**config.mk**
```make
export PLATFORM = sky130hd
export DESIGN_NAME = lcdc_cmd_top
export DESIGN_NICKNAME = d
export VERILOG_FILES = /design/src/rtl/lcdc_pkg.sv /design/src/rtl/lcdc_decode.sv /design/src/rtl/lcdc_mode_fsm.sv /design/src/rtl/lcdc_col_ctr.sv /design/src/rtl/lcdc_cmd_top.sv
export SDC_FILE = /design/constraint.sdc
export NUM_CORES = 1
export LEC_CHECK = 0
export ABC_CLOCK_PERIOD_IN_PS = 2470
export BUFFER_PORTS_ARGS = -buffer_cell sky130_fd_sc_hd__buf_2
export CAP_MARGIN = 15
export CORE_MARGIN = 1
export CORE_UTILIZATION = 51
export CTS_BUF_LIST = sky130_fd_sc_hd__clkbuf_4 sky130_fd_sc_hd__clkbuf_8
export CTS_CLUSTER_SIZE = 10
export DETAILED_ROUTE_END_ITERATION = 12
export PLACE_DENSITY = 0.77
export REMOVE_ABC_BUFFERS = 1
export SLEW_MARGIN = 30
export SYNTH_ARGS = -nofsm -noshare
export SYNTH_HDL_FRONTEND = slang
export SYNTH_HIERARCHICAL = 1
export SYNTH_SLANG_ARGS = --single-unit
```
**constraint.sdc**
```tcl
create_clock -name clk -period 2.47 [get_ports clk]
set_input_delay 0.1235 -clock clk [delete_from_list [all_inputs] [get_ports clk]]
set_output_delay 0.1235 -clock clk [all_outputs]
set_load 0.01 [all_outputs]
```
**src/rtl/lcdc_pkg.sv**
```systemverilog
// Shared types for the LCD command decoder.
// Assumes 8-bit control bytes; opcode classes are listed in op_e.
package lcdc_pkg;
    typedef enum logic [3:0] {
        OP_NONE, OP_COL_LO, OP_COL_HI, OP_START, OP_PAGE, OP_DISP,
        OP_RMW_IN, OP_RMW_OUT, OP_SRST, OP_EC_MODE, OP_IND_ON,
        OP_IND_OFF, OP_NLINE, OP_NLINE_OFF, OP_OSC
    } op_e;

    typedef enum logic [1:0] {
        M_OPEN, M_EC_WAIT, M_IND_WAIT
    } mode_e;
endpackage

```
**src/rtl/lcdc_decode.sv**
```systemverilog
// Classifies a control byte into an opcode class.
// Purely combinational; unassigned bytes and the no-op byte map to OP_NONE.
module lcdc_decode
    import lcdc_pkg::*;
(
    input  logic [7:0] din,
    output op_e        op
);
    // Opcode classification by byte pattern
    always_comb begin
        casez (din)
            8'b0000_????: op = OP_COL_LO;
            8'b0001_????: op = OP_COL_HI;
            8'b0011_????: op = OP_NLINE;
            8'b01??_????: op = OP_START;
            8'b1011_????: op = OP_PAGE;
            8'h8C:        op = OP_EC_MODE;
            8'h9B:        op = OP_OSC;
            8'h9C:        op = OP_IND_OFF;
            8'h9D:        op = OP_IND_ON;
            8'h9E, 8'h9F: op = OP_DISP;
            8'hC0:        op = OP_RMW_IN;
            8'hC1:        op = OP_RMW_OUT;
            8'hC4:        op = OP_NLINE_OFF;
            8'hC5:        op = OP_SRST;
            default:      op = OP_NONE;
        endcase
    end
endmodule

```
**src/rtl/lcdc_mode_fsm.sv**
```systemverilog
// Tracks the exclusive operand locks and the read-modify-write flag.
// Assumes at most one control write per cycle (ctl_wr is a single-cycle strobe).
module lcdc_mode_fsm
    import lcdc_pkg::*;
(
    input  logic clk,
    input  logic rst_n,
    input  logic ctl_wr,
    input  op_e  op,
    output logic cmd_ok,
    output logic ec_load,
    output logic ind_load,
    output logic rmw_on,
    output logic rmw_enter,
    output logic rmw_exit
);
    mode_e mode_q;

    assign cmd_ok    = ctl_wr && (mode_q == M_OPEN);
    assign ec_load   = ctl_wr && (mode_q == M_EC_WAIT);
    assign ind_load  = ctl_wr && (mode_q == M_IND_WAIT);
    assign rmw_enter = cmd_ok && (op == OP_RMW_IN) && !rmw_on;
    assign rmw_exit  = cmd_ok && (op == OP_RMW_OUT) && rmw_on;

    // Lock state: open, waiting for contrast operand, or waiting for indicator operand
    always_ff @(posedge clk) begin
        if (!rst_n) begin
            mode_q <= M_OPEN;
        end else if (cmd_ok && op == OP_EC_MODE) begin
            mode_q <= M_EC_WAIT;
        end else if (cmd_ok && op == OP_IND_ON) begin
            mode_q <= M_IND_WAIT;
        end else if (ec_load || ind_load) begin
            mode_q <= M_OPEN;
        end
    end

    // Read-modify-write flag: set on entry, cleared on exit or soft reset
    always_ff @(posedge clk) begin
        if (!rst_n) begin
            rmw_on <= 1'b0;
        end else if (rmw_enter) begin
            rmw_on <= 1'b1;
        end else if (rmw_exit || (cmd_ok && op == OP_SRST)) begin
            rmw_on <= 1'b0;
        end
    end


    lock_hold_chk: assert property (@(posedge clk) disable iff (!rst_n)
        (mode_q != M_OPEN && !ctl_wr) |=> (mode_q == $past(mode_q)));
endmodule

```
**src/rtl/lcdc_col_ctr.sv**
```systemverilog
// Column pointer with saturating increment and read-modify-write save/restore.
// Assumes COL_W is between 5 and 8 so that the high nibble command fits.
module lcdc_col_ctr #(
    parameter int COL_W   = 8,
    parameter int COL_MAX = 131
) (
    input  logic             clk,
    input  logic             rst_n,
    input  logic             clr,
    input  logic             set_lo,
    input  logic             set_hi,
    input  logic [3:0]       nib,
    input  logic             inc,
    input  logic             rmw_enter,
    input  logic             rmw_exit,
    output logic [COL_W-1:0] col
);
    localparam int               HI_W    = COL_W - 4;
    localparam logic [COL_W-1:0] COL_LIM = COL_W'(COL_MAX);

    logic [COL_W-1:0] col_q;
    logic [COL_W-1:0] save_q;

    assign col = col_q;

    // Column update: clear, restore, explicit set, then saturating increment
    always_ff @(posedge clk) begin
        if (!rst_n || clr) begin
            col_q <= '0;
        end else if (rmw_exit) begin
            col_q <= save_q;
        end else if (set_lo) begin
            col_q <= {col_q[COL_W-1:4], nib};
        end else if (set_hi) begin
            col_q <= {nib[HI_W-1:0], col_q[3:0]};
        end else if (inc && col_q < COL_LIM) begin
            col_q <= col_q + 1'b1;
        end
    end

    // Entry column capture for read-modify-write
    always_ff @(posedge clk) begin
        if (!rst_n) begin
            save_q <= '0;
        end else if (rmw_enter) begin
            save_q <= col_q;
        end
    end


    rmw_restore_chk: assert property (@(posedge clk) disable iff (!rst_n)
        (rmw_exit && !clr) |=> (col_q == $past(save_q)));


    col_sat_chk: assert property (@(posedge clk) disable iff (!rst_n)
        (inc && !clr && !rmw_exit && !set_lo && !set_hi && col_q == COL_LIM) |=> (col_q == COL_LIM));
endmodule

```
**src/rtl/lcdc_cmd_top.sv**
```systemverilog
// Command decoder and configuration register file for a small graphic LCD controller.
// Assumes bus_wr and bus_rd are single-cycle strobes and are not raised together.
module lcdc_cmd_top
    import lcdc_pkg::*;
#(
    parameter int          COL_W   = 8,
    parameter int          COL_MAX = 131,
    parameter int          PAGE_W  = 4,
    parameter int          LINE_W  = 6,
    parameter int          EC_W    = 6,
    parameter int          NL_W    = 4
) (
    input  logic              clk,
    input  logic              rst_n,
    input  logic              bus_wr,
    input  logic              bus_rd,
    input  logic              is_data,
    input  logic [7:0]        din,
    input  logic              cfg_master,
    input  logic              cfg_int_osc,
    output logic [COL_W-1:0]  col_addr,
    output logic [PAGE_W-1:0] page_addr,
    output logic [LINE_W-1:0] start_line,
    output logic [EC_W-1:0]   contrast,
    output logic [NL_W-1:0]   nline_cnt,
    output logic              nline_on,
    output logic              ind_on,
    output logic [1:0]        ind_mode,
    output logic              disp_on,
    output logic              osc_run,
    output logic              rmw_on
);
    localparam logic [EC_W-1:0] EC_RST = {1'b1, {(EC_W-1){1'b0}}};

    op_e  op;
    logic ctl_wr, cmd_ok, ec_load, ind_load, rmw_enter, rmw_exit;
    logic srst, col_inc;

    assign ctl_wr  = bus_wr && !is_data;
    assign srst    = cmd_ok && (op == OP_SRST);
    assign col_inc = (bus_wr && is_data) || (bus_rd && is_data && !rmw_on);

    lcdc_decode i_decode (
        .din (din),
        .op  (op)
    );

    lcdc_mode_fsm i_mode (
        .clk       (clk),
        .rst_n     (rst_n),
        .ctl_wr    (ctl_wr),
        .op        (op),
        .cmd_ok    (cmd_ok),
        .ec_load   (ec_load),
        .ind_load  (ind_load),
        .rmw_on    (rmw_on),
        .rmw_enter (rmw_enter),
        .rmw_exit  (rmw_exit)
    );

    lcdc_col_ctr #(
        .COL_W   (COL_W),
        .COL_MAX (COL_MAX)
    ) i_col (
        .clk       (clk),
        .rst_n     (rst_n),
        .clr       (srst),
        .set_lo    (cmd_ok && op == OP_COL_LO && !rmw_on),
        .set_hi    (cmd_ok && op == OP_COL_HI && !rmw_on),
        .nib       (din[3:0]),
        .inc       (col_inc),
        .rmw_enter (rmw_enter),
        .rmw_exit  (rmw_exit),
        .col       (col_addr)
    );

    // Addressing registers: page and start line, cleared by soft reset
    always_ff @(posedge clk) begin
        if (!rst_n || srst) begin
            page_addr  <= '0;
            start_line <= '0;
        end else begin
            if (cmd_ok && op == OP_PAGE)  page_addr  <= din[PAGE_W-1:0];
            if (cmd_ok && op == OP_START) start_line <= din[LINE_W-1:0];
        end
    end

    // Contrast operand register, loaded only from the locked operand byte
    always_ff @(posedge clk) begin
        if (!rst_n || srst) begin
            contrast <= EC_RST;
        end else if (ec_load) begin
            contrast <= din[EC_W-1:0];
        end
    end

    // Line-reversal count and enable
    always_ff @(posedge clk) begin
        if (!rst_n || srst) begin
            nline_cnt <= '0;
            nline_on  <= 1'b0;
        end else if (cmd_ok && op == OP_NLINE) begin
            nline_cnt <= din[NL_W-1:0];
            nline_on  <= 1'b1;
        end else if (cmd_ok && op == OP_NLINE_OFF) begin
            nline_on  <= 1'b0;
        end
    end

    // Pin-reset-only registers: indicator, display enable, oscillator run
    always_ff @(posedge clk) begin
        if (!rst_n) begin
            ind_on   <= 1'b0;
            ind_mode <= 2'b00;
            disp_on  <= 1'b0;
            osc_run  <= 1'b0;
        end else begin
            if (ind_load) begin
                ind_mode <= din[1:0];
                ind_on   <= 1'b1;
            end else if (cmd_ok && op == OP_IND_OFF) begin
                ind_on   <= 1'b0;
            end
            if (cmd_ok && op == OP_DISP) disp_on <= din[0];
            if (cmd_ok && op == OP_OSC && cfg_master && cfg_int_osc) osc_run <= 1'b1;
        end
    end


    reset_val_chk: assert property (@(posedge clk)
        !rst_n |=> (contrast == EC_RST && col_addr == '0 && !disp_on && !osc_run && !rmw_on));


    ec_locked_chk: assert property (@(posedge clk) disable iff (!rst_n)
        ec_load |=> ($stable(page_addr) && $stable(start_line) && $stable(disp_on)
                     && contrast == $past(din[EC_W-1:0])));


    rmw_read_chk: assert property (@(posedge clk) disable iff (!rst_n)
        (rmw_on && bus_rd && !bus_wr) |=> $stable(col_addr));


    osc_gate_chk: assert property (@(posedge clk) disable iff (!rst_n)
        $rose(osc_run) |-> $past(cfg_master && cfg_int_osc));
endmodule

```
==> qor.txt <==
Status: finished, final reports clean
Post-Synth Simple-Gate Area: 0.3025
Period Utilization, post-route: 0.8743
Syn Std Cell Area: 2499 sq um
ANT nets after route: 0
DRT Pass-1 Iters: 4
Setup violators final: 0
Cell Chain, Critical Path: buf_2 -> nor4b_4 -> buf_4 -> nand3b_1 -> a31oi_1 -> or3_1 -> nand4bb_1 -> nor3_1 -> buf_4 -> nor3_1 -> a211oi_1 -> a21oi_1 -> mux2i_1 -> nor2_1
Gr usage total: 0.2657
Peak supply drop: 0.3640 mV
Mux cell area share after synthesis: 0.07261
Hold-critical path depth: 2
Post-Synth Adder-Cell Area: 0.005008
Top-count cell post-synth: dfxtp_1
Synthesized area per cell: 8.441 sq um
Final hold vios: 0
Worst Skew: 0.007403 ns
Post-Synthesis Cells: 296
Cts hold-fix bufs: 0
Syn. warnings: 6
Max clock buf depth: 2
CTS sink cnt: 45
Total core area: 4723 sq um
Largest net degree at the start of global routing: 19
Critical Path Start: din[1]
N_diodes: 0
FF-to-FF setup slack: 0.48 ns
Post-synthesis sequential area ratio: 0.3605
Yosys cell types: 62
CTS Buf Count: 5
Post-synth top flop: dfxtp_1
CP endpoint kind: flop
Crit Path Class: primary input to flop
Synth area leader: dfxtp_1
TritonCTS clock tree: yes
Max Cap Viol: 0
Synth async-reset ratio: 0
EDFF count, synth: 0
Worst slew pin tran: 0.4409 ns
Share of post-route cells with drive strength above 1: 0.2861
Compound-Gate Fraction of Synth Area: 0.2088
CP max-delay cell: nor4b_4
Top cells by area, synth: dfxtp_1, mux2i_1, a21oi_1, o21ai_0, nor2b_1
Htree depth: 2
Post-synth top area share: 0.3605
Gr ovfl total: 0
CP peak stage delay: 0.35 ns
Initial DRC Count: 177
Most instantiated cells after synthesis: dfxtp_1, a21oi_1, nand2_1, nor2_1, o21ai_0
Worst r2r src: i_mode/mode_q[1]$_SDFFE_PP0P_
Remaining DRCs: 0
Die Width: 72.00 microns
Setup Slack @ Placement: 0.04226 ns
Worst-Skew Late Latency: 0.30 ns
Starting density of the core: 0.5290
Final WL: 6686 microns
Tmin final: 2.160 ns
DR vias/cell: 5.668
Area grow syn2layout: 24.39%
Post-DP HPWL: 4751 microns
Main combinational cell family by area after synthesis: simple AND/OR/NAND/NOR gates
Routed vias: 2460
Ports: 50
Crit Path Max Fanout: 16
Worst Path Arrival: 2.34 ns
Row cnt: 25
Flops & latches, synth: 45
I/O Buffers: 49
Fin Setup TNS: 0 ns
CP required: 2.65 ns
Max Slew Vio Count: 0
NumNets Final: 382
CTS Root Cell: clkbuf_8
Avg WL per Cell: 15.41 microns
Die height: 72.00 microns
Filler instances: 414
GP Congestion: 0.9112
Post-CTS sizing: 0
Leak pwr: 1.200 nW
Post-CTS Setup Bufs: 0
Upper clock frequency limit: 463.1 MHz
XOR/XNOR share of the synthesized area: 0.003505
Setup ws final: 0.3105 ns
Total die area: 5183 sq um
First-pass GRT wire length: 10760 microns
Clk slew on worst S/H paths: 0.09 ns
CP Launch Type: primary input
Tot Pwr: 1.578 mW
Relative slew slack: 0.7043
Pwr Density: 507.8 nW/um^2
Initial antenna violation count: 0
Worst R2R Path Depth: 10
Number of global-route vias before repair: 2315
Hold crit path type: primary input to flop
RSZ-0062 raised after global routing: no
Worst hold path startpoint: din[5]
cell usage in the layout (no fill, tap or decap), drive strengths merged, types with 2 or more instances in the layout:
cell type,instances
nor2,22
a31oi,5
nand2b,6
inv,11
and3,5
nor4,3
buf,79
nor3,5
nand4bb,2
mux2i,17
a211oi,3
or3,2
o211ai,5
o31ai,4
and4bb,2
and4b,2
nor2b,16
o21ai,23
nand3,13
nand2,22
nand4b,3
nand3b,6
nor3b,4
nor4b,3
o21a,3
clkbuf,6
dfxtp,45
a21oi,28
cells by family after synthesis:
kind of cell / Yosys count
AND/OR/NAND/NOR: 120
multiplexers: 18
XOR/XNOR: 1
adder cells (fa/ha/maj): 1
buffers and inverters: 27
AO/OA/AOI/OAI: 84
flip-flops: 45
per-layer routing:
| metal | up-vias | GRT usage | wire [microns] |
|---|---|---|---|
| li1 | 1213 | - | - |
| met2 | 85 | 0.4371 | 3119 |
| met5 | - | 0 | 0 |
| met3 | 8 | 0.05833 | 409 |
| met1 | 1154 | 0.3562 | 3085 |
| met4 | 0 | 0.06536 | 70 |
stage by stage:
stage / util / hold slack (ns) / std cells / area, sq um
4_1_cts: 0.6580 / 0.1123 / 434 / 3108
3_3_place_gp: 0.6326 / 0.4154 / 426 / 2988
3_5_place_dp: 0.6326 / 0.4328 / 426 / 2988
6_report: 0.6580 / 0.1171 / 434 / 3108
2_1_floorplan: - / 0.2411 / 280 / 2422
5_1_grt: 0.6580 / 0.1431 / 434 / 3108
flip-flops by register name, summed over array words and instances, names as in the netlist:
register,flops
start_line,6
ind_mode,2
disp_on,1
nline_on,1
i_col/save_q,8
page_addr,4
i_mode/mode_q,2
osc_run,1
ind_on,1
nline_cnt,4
i_col/col,8
i_mode/rmw_on,1
contrast,6
critical path, delay by kind of cell:
| family | cells | cell delay (ns) |
|---|---|---|
| buf+inv | 3 | 0.54 |
| mux | 1 | 0.14 |
| simple gates | 7 | 1.04 |
| compound gates | 3 | 0.48 |
layout make-up:
| cell class | count | area, sq um | area share |
|---|---|---|---|
| Timing Repair Buffer | 79 | 470.5 | 0.1514 |
| Clock buffer | 6 | 82.58 | 0.02657 |
| Sequential cell | 45 | 900.9 | 0.2899 |
| Clock inverter | 2 | 37.54 | 0.01208 |
| Multi-Input combinational cell | 224 | 1491 | 0.4799 |
| Tap cell | 67 | 83.83 | 0.02697 |
| Inverter | 11 | 41.29 | 0.01329 |
final timing paths:
check,endpoint
worst max register to register,i_col/col[0]$_SDFFE_PP0P_
worst max-delay path,i_col/col[0]$_SDFFE_PP0P_
worst min-delay path,contrast[5]$_SDFFE_PP1P_
worst min register to register,nline_cnt[2]$_SDFFE_PP0P_
report_power, final:
| part | switching [mW] | internal (mW) |
|---|---|---|
| Sequential | 0.0172 | 0.735 |
| Clock | 0.261 | 0.329 |
| Combinational | 0.136 | 0.100 |
(Power assumes the default switching activity.)
